`src/rtl/sync_rx_master.sv`:
```
module sync_rx_master #(
  parameter int DIV_W = 8
) (
  input  logic             clk,
  input  logic             rst_n,
  input  logic             cont_en,
  input  logic             single_set,
  input  logic             nine_bit_en,
  input  logic             irq_en,
  input  logic [DIV_W-1:0] divisor,
  input  logic             rd_pop,
  output logic [7:0]       rd_data,
  output logic             rd_bit9,
  output logic             rx_ready,
  output logic             overrun,
  output logic             single_busy,
  output logic             irq,
  output logic             sck,
  input  logic             sdi
);
  localparam int HW = DIV_W + 1;

  logic [HW-1:0] hcnt;
  logic          sck_q, single_q, ovr_q, cont_q;
  logic [3:0]    bitcnt;
  logic [8:0]    shreg;
  logic [8:0]    mem [2];
  logic          head;
  logic [1:0]    count;

  wire [HW-1:0] hlim = {divisor, 1'b1};
  wire active    = cont_en | single_q;
  wire tick      = active && (hcnt == hlim);
  wire fall      = tick && sck_q;
  wire last      = bitcnt == (nine_bit_en ? 4'd8 : 4'd7);
  wire word_done = fall && last;
  wire [8:0] shin = {sdi, shreg[8:1]};
  wire [8:0] wword = nine_bit_en ? shin : {1'b0, shin[8:1]};
  wire pop  = rd_pop && (count != 2'd0);
  wire push = word_done && !ovr_q && (count != 2'd2);
  wire wr_idx = head ^ count[0];

  always_ff @(posedge clk or negedge rst_n) begin
    if (!rst_n) begin
      hcnt   <= '0;
      sck_q  <= 1'b0;
      bitcnt <= '0;
      shreg  <= '0;
    end else if (!active) begin
      hcnt   <= '0;
      sck_q  <= 1'b0;
      bitcnt <= '0;
    end else if (tick) begin
      hcnt  <= '0;
      sck_q <= ~sck_q;
      if (sck_q) begin
        shreg  <= shin;
        bitcnt <= last ? 4'd0 : bitcnt + 4'd1;
      end
    end else begin
      hcnt <= hcnt + 1'b1;
    end
  end

  always_ff @(posedge clk or negedge rst_n) begin
    if (!rst_n) begin
      single_q <= 1'b0;
      ovr_q    <= 1'b0;
      cont_q   <= 1'b0;
    end else begin
      cont_q <= cont_en;
      if (single_set)
        single_q <= 1'b1;
      else if (word_done && !cont_en)
        single_q <= 1'b0;
      if (cont_q && !cont_en)
        ovr_q <= 1'b0;
      else if (word_done && !ovr_q && count == 2'd2)
        ovr_q <= 1'b1;
    end
  end

  always_ff @(posedge clk or negedge rst_n) begin
    if (!rst_n) begin
      mem[0] <= '0;
      mem[1] <= '0;
      head   <= 1'b0;
      count  <= '0;
    end else begin
      if (push) mem[wr_idx] <= wword;
      if (pop)  head <= ~head;
      count <= count + {1'b0, push} - {1'b0, pop};
    end
  end

  assign rd_data     = mem[head][7:0];
  assign rd_bit9     = mem[head][8];
  assign rx_ready    = count != 2'd0;
  assign overrun     = ovr_q;
  assign single_busy = single_q;
  assign irq         = rx_ready & irq_en;
  assign sck         = sck_q;

  assert_idle_low_R2: assert property (@(posedge clk) disable iff (!rst_n)
    !(cont_en || single_q) |=> !sck);
  assert_fifo_bound_R7: assert property (@(posedge clk) disable iff (!rst_n)
    count <= 2'd2);
  assert_ovr_no_load_R9: assert property (@(posedge clk) disable iff (!rst_n)
    ovr_q |=> count <= $past(count));
  assert_ready_fall_R10: assert property (@(posedge clk) disable iff (!rst_n)
    $fell(rx_ready) |-> $past(rd_pop));
  assert_single_clear_R4: assert property (@(posedge clk) disable iff (!rst_n)
    $fell(single_busy) |-> !$past(cont_en) && !$past(single_set));
  assert_irq_gate_R11: assert property (@(posedge clk) disable iff (!rst_n)
    !irq_en |-> !irq);
endmodule

```
`config.mk`:
```
export PLATFORM = sky130hd
export DESIGN_NAME = sync_rx_master
export DESIGN_NICKNAME = d
export VERILOG_FILES = /design/src/rtl/sync_rx_master.sv
export SDC_FILE = /design/constraint.sdc
export NUM_CORES = 1
export LEC_CHECK = 0
export BUFFER_PORTS_ARGS = -buffer_cell sky130_fd_sc_hd__buf_2
export CAP_MARGIN = 10
export CORE_MARGIN = 8
export CORE_UTILIZATION = 57
export DETAILED_ROUTE_END_ITERATION = 6
export HOLD_SLACK_MARGIN = 0.05
export PLACE_DENSITY_LB_ADDON = 0.25
export SLEW_MARGIN = 40
export SYNTH_ARGS = -nofsm -noshare
export SYNTH_HDL_FRONTEND = slang
export SYNTH_SLANG_ARGS = --single-unit
```
`constraint.sdc`:
```
create_clock -name clk -period 2.6 [get_ports clk]
set_input_delay 0.52 -clock clk [delete_from_list [all_inputs] [get_ports clk]]
set_output_delay 0.52 -clock clk [all_outputs]
set_load 0.1 [all_outputs]
```
## After elaboration in Yosys (flattened, before gate mapping)

Index checks and enable logic that the tools add are counted.

| word-level totals | value |
|---|---|
| RAM bits | 0 |
| memories | 0 |
| word-level logic and storage cells | 68 |
| register bits | 47 |
| latch bits | 0 |
| output and inout port bits | 14 |
| bits of input ports | 16 |
| memory bits (read-only) | 0 |

| operators by class | value |
|---|---|
| magnitude comparators | 3 |
| $mul | 0 |
| shift-type cells | 0 |
| div/mod/pow operators | 0 |
| add/sub/neg operators | 4 |
| eq/ne operators | 6 |
| multiplexer cells | 20 |
| bitwise operators | 7 |
| reduce and logical (&&, ||, !) cells | 17 |

Operators by type and width:

| cell | count |
|---|---|
| 9-bit two-way mux | 7 |
| 4-bit two-way mux | 5 |
| 18-bit bitwise mux | 1 |
| 1-bit logical AND | 10 |
| 9-bit by 1-bit adder with 9-bit output, second input constant | 1 |
| 9-bit demux with 1-bit select | 1 |
| 9-bit equality test | 1 |
| 1-bit two-way mux | 6 |
| 2-bit nonzero test | 3 |
| 4-bit by 1-bit adder with 4-bit output, second input constant | 1 |
| 4-bit equality test | 1 |
| 2-bit greater-or-equal comparator, second input constant | 2 |
| 2-bit != test, second input constant | 2 |
| 1-bit inverter with 2-bit output | 2 |
| 3-bit AND reduction | 1 |
| 2-bit by 1-bit adder with 2-bit output | 1 |
| 2-bit equality test, second input constant | 1 |
| 1-bit logical NOT | 2 |
| 2-bit by 1-bit less-than comparator with 1-bit output, second input constant | 1 |
| 2-bit by 1-bit != test with 1-bit output, second input constant | 1 |
| 1-bit inverter | 2 |
| 2-bit AND reduction | 1 |
| 2-bit by 1-bit subtractor with 2-bit output | 1 |
| 1-bit bitwise AND | 1 |
| 2 further kinds | 2 |

## Longest topological paths before layout

Gate-level depths: netlist (run 1).

| depth | value |
|---|---|
| word-level depth | 8 |
| depth in mapped cells | 10 |
| depth with buffers taken out | 10 |

## Least setup slack after synthesis (run 1)

OpenSTA, ideal clock, no wires.

| path | value |
|---|---|
| path type | flip-flop to flip-flop |
| start point | reg sck_q, in the netlist sck |
| end point | reg count[1] |
| cell stages (with the launch flop) | 9 |
| setup time | 0.123 ns |
| setup slack | -0.191 ns |
| arrival time | 2.668 ns |
| data required time | 2.477 ns |
| buffers on the path | 0 |
| cell sequence | dfrtp_1 -> o21ai_1 -> nor3_2 -> nand2_1 -> ha_1 -> inv_1 -> ha_1 -> xnor2_1 -> xnor2_1 |

| on the way | value |
|---|---|
| cells in the longest elaborated chain, start to end | 6 |

RTL lines:

| what | RTL line | RTL |
|---|---|---|
| start, declared | 24 | `logic sck_q, single_q, ovr_q, cont_q;` |
| start signal, assigned | 55 | `sck_q <= ~sck_q;` |
| 1-bit logical AND | 34 | `wire fall = tick && sck_q;` |
| 1-bit logical AND | 36 | `wire word_done = fall && last;` |
| 1-bit logical AND (2 in a row) | 40 | `wire push = word_done && !ovr_q && (count != 2'd2);` |
| 2-bit by 1-bit adder with 2-bit output | 92 | `count <= count + {1'b0, push} - {1'b0, pop};` |
| 2-bit by 1-bit subtractor with 2-bit output | 92 |  |
| end signal, assigned | 92 |  |
| end, declared | 29 | `logic [1:0] count;` |

No other way between the ends.
A chain may end at the register's enable or synchronous reset.

## Worst setup path after layout (run 1)

| path | value |
|---|---|
| start point | reg head |
| end point | out rd_data[0] |

| on the way | value |
|---|---|
| cells in the longest elaborated chain, start to end | 4 |

RTL lines:

| what | RTL line | RTL |
|---|---|---|
| start, declared | 28 | `logic head;` |
| start signal, assigned | 91 | `if (pop) head <= ~head;` |
| 1-bit inverter with 2-bit output (implied by the code) | 96 | `assign rd_data = mem[head][7:0];` |
| 9-bit two-way mux (3 in a row) | -- |  |
| end, declared | 12 | `output logic [7:0] rd_data,` |

No other way between the ends. The select of a mux whose other input is x is not followed.

==> qor.yml, run 1 <==
global_route:
  grt_pass1_wl_um: 8260
  overflow: 0
  grt_use_total: 0.163
  grt_pass1_vias: 1745
  antenna_found_initial: 0
  grt_max_degree: 26
worst_setup_path:
  path_class: "flop to primary output"
  crit_end: "rd_data[0]"
  startpoint_type: "flop"
  crit_fanout: 13
  arrival_ns: 1.71
  timing.rr.end: "mem[16]"
  reg2reg_slack_ns: 0.37
  reg2regPathDepth: 6
  end_kind: "primary output"
  crit_required_ns: 2.08
  r2r_start: "bitcnt[0]"
  startpoint: "head"
synth:
  syn_area_mm2: 0.00236
  synth_nets: 212
  ys_seq_area_frac: 0.488
  synth_seq_cells: 46
  post_synth_xor_area_fraction: 0.0557
  syn_inst: 192
  synth.avg_cell_area_um2: 12.3
  synth-simple-area-share: 0.165
  async_flop_share: 1.00
  synth-compound-area-share: 0.0387
  synth_fa_ha_area_frac: 0.0212
  yosys_warnings: 0
  synth_top_family_by_area: "multiplexers"
  synthMuxAreaShare: 0.218
  yosysUniqueCellTypes: 39
  synthFlopType: "dfrtp_1"
  synth_edf_count: 0
floorplanning:
  core.rowCount: 23
  die-area_mm2: 0.00645
  core_mm2: 0.00400
  io_pins: 30
  fp.dieH_um: 80.3
  start_util: 0.589
  dieWidth_um: 80.3
clock_network:
  path_clk_slew_ns: 0.08
  cts.sinks: 46
  cts_root_buf: "clkbuf_8"
  hold_buffers: 0
  cts_tree: "done"
  htree_levels: 2
  cts.path.max_buffers: 2
  ctsResizeCount: 0
  cts_made_buffers: 5
  cts_setup_buffers: 0
  worst_skew_pair.late_latency_ns: 0.29
cells_and_area:
  nets: 251
  area_growth_syn_to_layout_pct: 14.9
  final_common_cell: "dfrtp_1"
  drive_gt1_frac: 0.414
  final_cell_mix: "dfrtp_1, mux2_2, buf_2, nor2_1, xor2_1"
  antenna_cells: 0
power:
  p_clk_frac: 0.244
  irDropWorstVdd_uv: 619
  p_int_uw: 1330
  seq_power_share: 0.466
  p_per_area_mw_per_mm2: 775
  total_power_uw: 2100
  leakagePower_uw: 0.00132
  p_comb_frac: 0.290
  netSwitchingFraction: 0.368
  p_sw_uw: 773
drt:
  drt_iter0_markers: 75
  routed_wl_um: 4830
  drc: 0
  num_vias: 1611
  ant_nets: 0
  wl_per_cell_um: 17.1
  vias_per_cell: 5.71
  drtPass1Iterations: 4
timing:
  final.min_clock_period_ns: 2.23
  slew_headroom: 0.549
  fin_ws_ns: 0.369
  fin_setup_tns_ns: 0
  final.setup_skew_ns: 0.00433
  finalHoldViolCount: 0
  clock.fmax_ghz: 0.448
  finalSetupViolations: 0
  maxSlewViolCount: 0
  rsz0062_at_grt: "no"
  finalCritPeriodShare: 0.858
  worstMarginPinSlew_ns: 0.677
hold_path:
  min_path_type: "input pin to asynchronous set/reset pin"
placement:
  dp_slack_ns: 0.100
  place.gp.congestion: 0.817
  port_buffers: 29
  post-dp-hpwl_um: 3620
run:
  cap_violations: 0
outcome:
  status: "complete, no violations"
[per-layer routing]
metal / routed length, um / vias up / track usage / part of all wire
met5: 0 / - / 0 / 0
met4: 56 / 0 / 0.0545 / 0.012
met1: 2110 / 800 / 0.202 / 0.44
li1: - / 766 / - / -
met2: 2450 / 38 / 0.264 / 0.51
met3: 212 / 7 / 0.0469 / 0.044
[synthesized netlist by cell type, types with 2 or more instances]
library cell	instances	area, um^2
mux2_2	43	484
xnor2_1	6	52.6
and4_1	2	17.5
nor4_4	2	42.5
o21ai_0	3	15.0
a21oi_1	4	20.0
nand2b_1	3	18.8
nor2_1	19	71.3
nand4_1	3	18.8
nand4b_1	2	17.5
nand3_1	3	15.0
nand2_1	4	15.0
dfrtp_1	46	1150
inv_1	5	18.8
nor2b_1	5	31.3
clkbuf_1	2	7.51
xor2_1	9	78.8
mux2i_1	3	30.0
or3_4	2	22.5
nor3_1	2	10.0
and2_1	2	12.5
nor4_1	2	12.5
ha_1	4	50.1
[power groups by stage]
stage	Combinational, uW	Clock, uW	Sequential (uW)
after CTS	616	526	976
after floorplan	466	0	973
after global routing	667	565	998
final	608	512	979
after detailed placement	611	0	989
after global placement	593	0	972
[flip-flops by register name (all words and copies together) (netlist names)]
| register | flops |
|---|---|
| mem | 18 |
| hcnt | 9 |
| shreg | 8 |
| bitcnt | 4 |
| count | 2 |
| cont_q | 1 |
| head | 1 |
| overrun | 1 |
| sck | 1 |
| single_busy | 1 |
[metrics by stage]
step | hold WS [ns] | cell area, um^2 | util | std cells
3_3_place_gp | 0.403 | 2600 | 0.650 | 274
2_1_floorplan | 0.224 | 2360 | - | 192
6_report | 0.211 | 2710 | 0.677 | 282
3_5_place_dp | 0.430 | 2600 | 0.650 | 274
4_1_cts | 0.224 | 2710 | 0.677 | 282
5_1_grt | 0.254 | 2710 | 0.677 | 282
[worst max-delay path, stage by stage, from the launching register on]
cell and delay [ns]:
dfrtp_1 0.72, mux2_2 0.41, buf_2 0.29
[layout make-up]
class	count	area, um^2
fill	303	1290
multi-input combinational	138	1180
sequential	46	1150
timing repair buffer	35	190
clock buffer	7	76.3
tap	50	62.6
clock inverter	1	30.0
inverter	5	18.8
[kinds of logic after synthesis]
logic type / count (synthesis)
muxes: 46
and+or+nand+nor: 59
AOI/OAI and AO/OA: 14
buffers and inverters: 8
DFF: 46
adders and majority gates: 4
xor gates and xnor gates: 15
[worst min path at each step]
stage	end	slack [ns]	depth (start not counted)
3_5_place_dp	overrun	0.43	1
4_1_cts	hcnt[8]	0.22	1
6_report	hcnt[8]	0.21	1
2_1_floorplan	bitcnt[0]	0.22	0
3_3_place_gp	overrun	0.40	1
5_1_grt	hcnt[8]	0.25	1
Note: power is estimated with default switching activity, not from simulation.
==> inputs of run 2 (changes only) <==
PLACE_DENSITY = 0.84   (was default)
PLACE_DENSITY_LB_ADDON = default   (was 0.25)
==> run 2 against run 1 <==
Net effect:
- final cell count grew 0.71%
- sequential power is 1% lower
- critical path depth is 4 higher
- combinational power fell by 0.8%
- register-to-register slack is essentially flat
- via count fell by 2.0%
- clock skew up 0.0018 ns
- clock power shrank 16%
- utilization stayed put
- flip-flop and latch count stayed put
- largest power group unchanged
==> qor.yml, run 2 (same netlist as run 1, synthesis figures left out) <==
timing:
  finalHoldViolCount: 0  # unchanged
  clock.fmax_ghz: 0.449  # +0.27%
  maxSlewViolCount: 0  # unchanged
  final.setup_skew_ns: 0.00615  # +0.00181 ns
  rsz0062_at_grt: "no"
  worstMarginPinSlew_ns: 0.610  # -0.0661 ns
  finalCritPeriodShare: 0.856  # -0.00230
  slew_headroom: 0.590  # +0.0414
  fin_setup_tns_ns: 0  # unchanged
  finalSetupViolations: 0  # unchanged
  fin_hold_ws_ns: 0.0865  # -0.125 ns
  final.min_clock_period_ns: 2.23  # -0.00599 ns
worst_setup_path:
  end_kind: "flop"
  cpMaxStageDelayCell: "dfrtp_1"
  path_cells: "nor4b_4 > a22oi_1 > or3_4 > nor4_4 > buf_4 > mux2_2"
  reg2reg_slack_ns: 0.37  # about the same
  path_class: "flop to flop"
  startpoint_type: "flop"
  critPathTopFamily: "simple AND/OR/NAND/NOR gates"
  arrival_ns: 2.40  # +0.69 ns
  cpPeakStageDelay_ns: 0.45  # -0.27 ns
  crit_required_ns: 2.77  # +0.69 ns
  crit_fanout: 9  # -4
  critPathBufInv: 1  # unchanged
floorplanning:
  dieWidth_um: 80.3  # unchanged
  core.rowCount: 23  # unchanged
  start_util: 0.589  # unchanged
  core_mm2: 0.00400  # unchanged
  io_pins: 30  # unchanged
  fp.dieH_um: 80.3  # unchanged
  die-area_mm2: 0.00645  # unchanged
cells_and_area:
  nets: 253  # +0.80%
  drive_gt1_frac: 0.423  # +0.00928
  fillers: 298  # -1.7%
  top_regs: "mem: 18 flops, hcnt: 9 flops, shreg: 8 flops"
  final_common_cell: "dfrtp_1"
  antenna_cells: 0  # unchanged
  largest-register: "mem"
  final_cell_mix: "dfrtp_1, mux2_2, buf_2, nor2_1, xor2_1"
  largest_reg_flops: 18  # unchanged
  area_growth_syn_to_layout_pct: 14.9  # unchanged
drt:
  wl_per_cell_um: 15.3  # -10%
  vias_per_cell: 5.56  # -2.7%
  drtPass1Iterations: 4  # unchanged
  drc: 0  # unchanged
  num_vias: 1579  # -2.0%
  drt_iter0_markers: 51  # -32%
  ant_nets: 0  # unchanged
  routed_wl_um: 4350  # -9.8%
clock_network:
  cts.sinks: 46  # unchanged
  cts_setup_buffers: 0  # unchanged
  cts_made_buffers: 5  # unchanged
  hold_buffers: 0  # unchanged
  cts_tree: "done"
  htree_levels: 2  # unchanged
  cts.path.max_buffers: 2  # unchanged
  ctsResizeCount: 0  # unchanged
  path_clk_slew_ns: 0.08  # about the same
  cts_root_buf: "clkbuf_8"
  worst_skew_pair.late_latency_ns: 0.29  # about the same
global_route:
  overflow: 0  # unchanged
  grt_max_degree: 37  # +42%
  grt_pass1_vias: 1606  # -8.0%
  antenna_found_initial: 0  # unchanged
  grt_pass1_wl_um: 7490  # -9.3%
  grt_use_total: 0.146  # -0.0167
power:
  leakagePower_uw: 0.00133  # +0.46%
  p_per_area_mw_per_mm2: 740  # -4.5%
  irDropWorstVdd_uv: 533  # -14%
placement:
  port_buffers: 29  # unchanged
  place.gp.congestion: 0.816  # about the same
  post-dp-hpwl_um: 3210  # -11%
outcome:
  status: "complete, no violations"
hold_path:
  min_path_type: "input pin to asynchronous set/reset pin"
run:
  cap_violations: 0  # unchanged
run 2: cell count changes in the layout (fill, tap and decap cells not counted), sizes merged:
cell	previous run	this run
clkinv	0	1
buf	35	37
bufinv	1	0
run 2: cell type report:
cell class              count  area, um^2  area share
well taps                  50        62.6      0.0231
clock buffers               7        86.3      0.0319
inverters                   5        18.8     0.00693
repair buffers             37         205      0.0758
flip-flops and latches     46        1150       0.426
clock inverters             1        5.00     0.00185
multi-input cells         138        1180       0.434
run 2: metrics by stage:
step           total power, uW  instance area [um^2]  std cells  setup WS [ns]   util
2_1_floorplan             1440                  2360        192          0.140      -
3_3_place_gp              1580                  2620        276          0.320  0.654
3_5_place_dp              1590                  2620        276          0.262  0.654
4_1_cts                   2020                  2710        284          0.364  0.677
5_1_grt                   2120                  2710        284          0.250  0.677
6_report                  2000                  2710        284          0.375  0.677
run 2: report_power, final:
group          switching [uW]  internal [uW]
Sequential                154            815
Clock                     218            214
Combinational             378            225
Total                     750           1250
run 2: final timing paths:
kind | startpoint | endpoint | cells past startpoint
worst max-delay path | bitcnt[0] | mem[5] | 6
worst min-delay path | rst_n | single_busy | 1
worst max register to register | bitcnt[0] | mem[5] | 6
worst min register to register | cont_q | overrun | 1
max in group asynchronous | rst_n | mem[17] | 2
min in group clk | cont_en | cont_q | 1
run 2: routing by layer:
layer | part of all wire | GRT usage | vias up | routed length [um]
met4 | 0.015 | 0.0600 | 0 | 65
met3 | 0.045 | 0.0413 | 4 | 197
li1 | - | - | 770 | -
met5 | 0 | 0 | - | 0
met2 | 0.49 | 0.233 | 26 | 2140
met1 | 0.45 | 0.181 | 779 | 1950
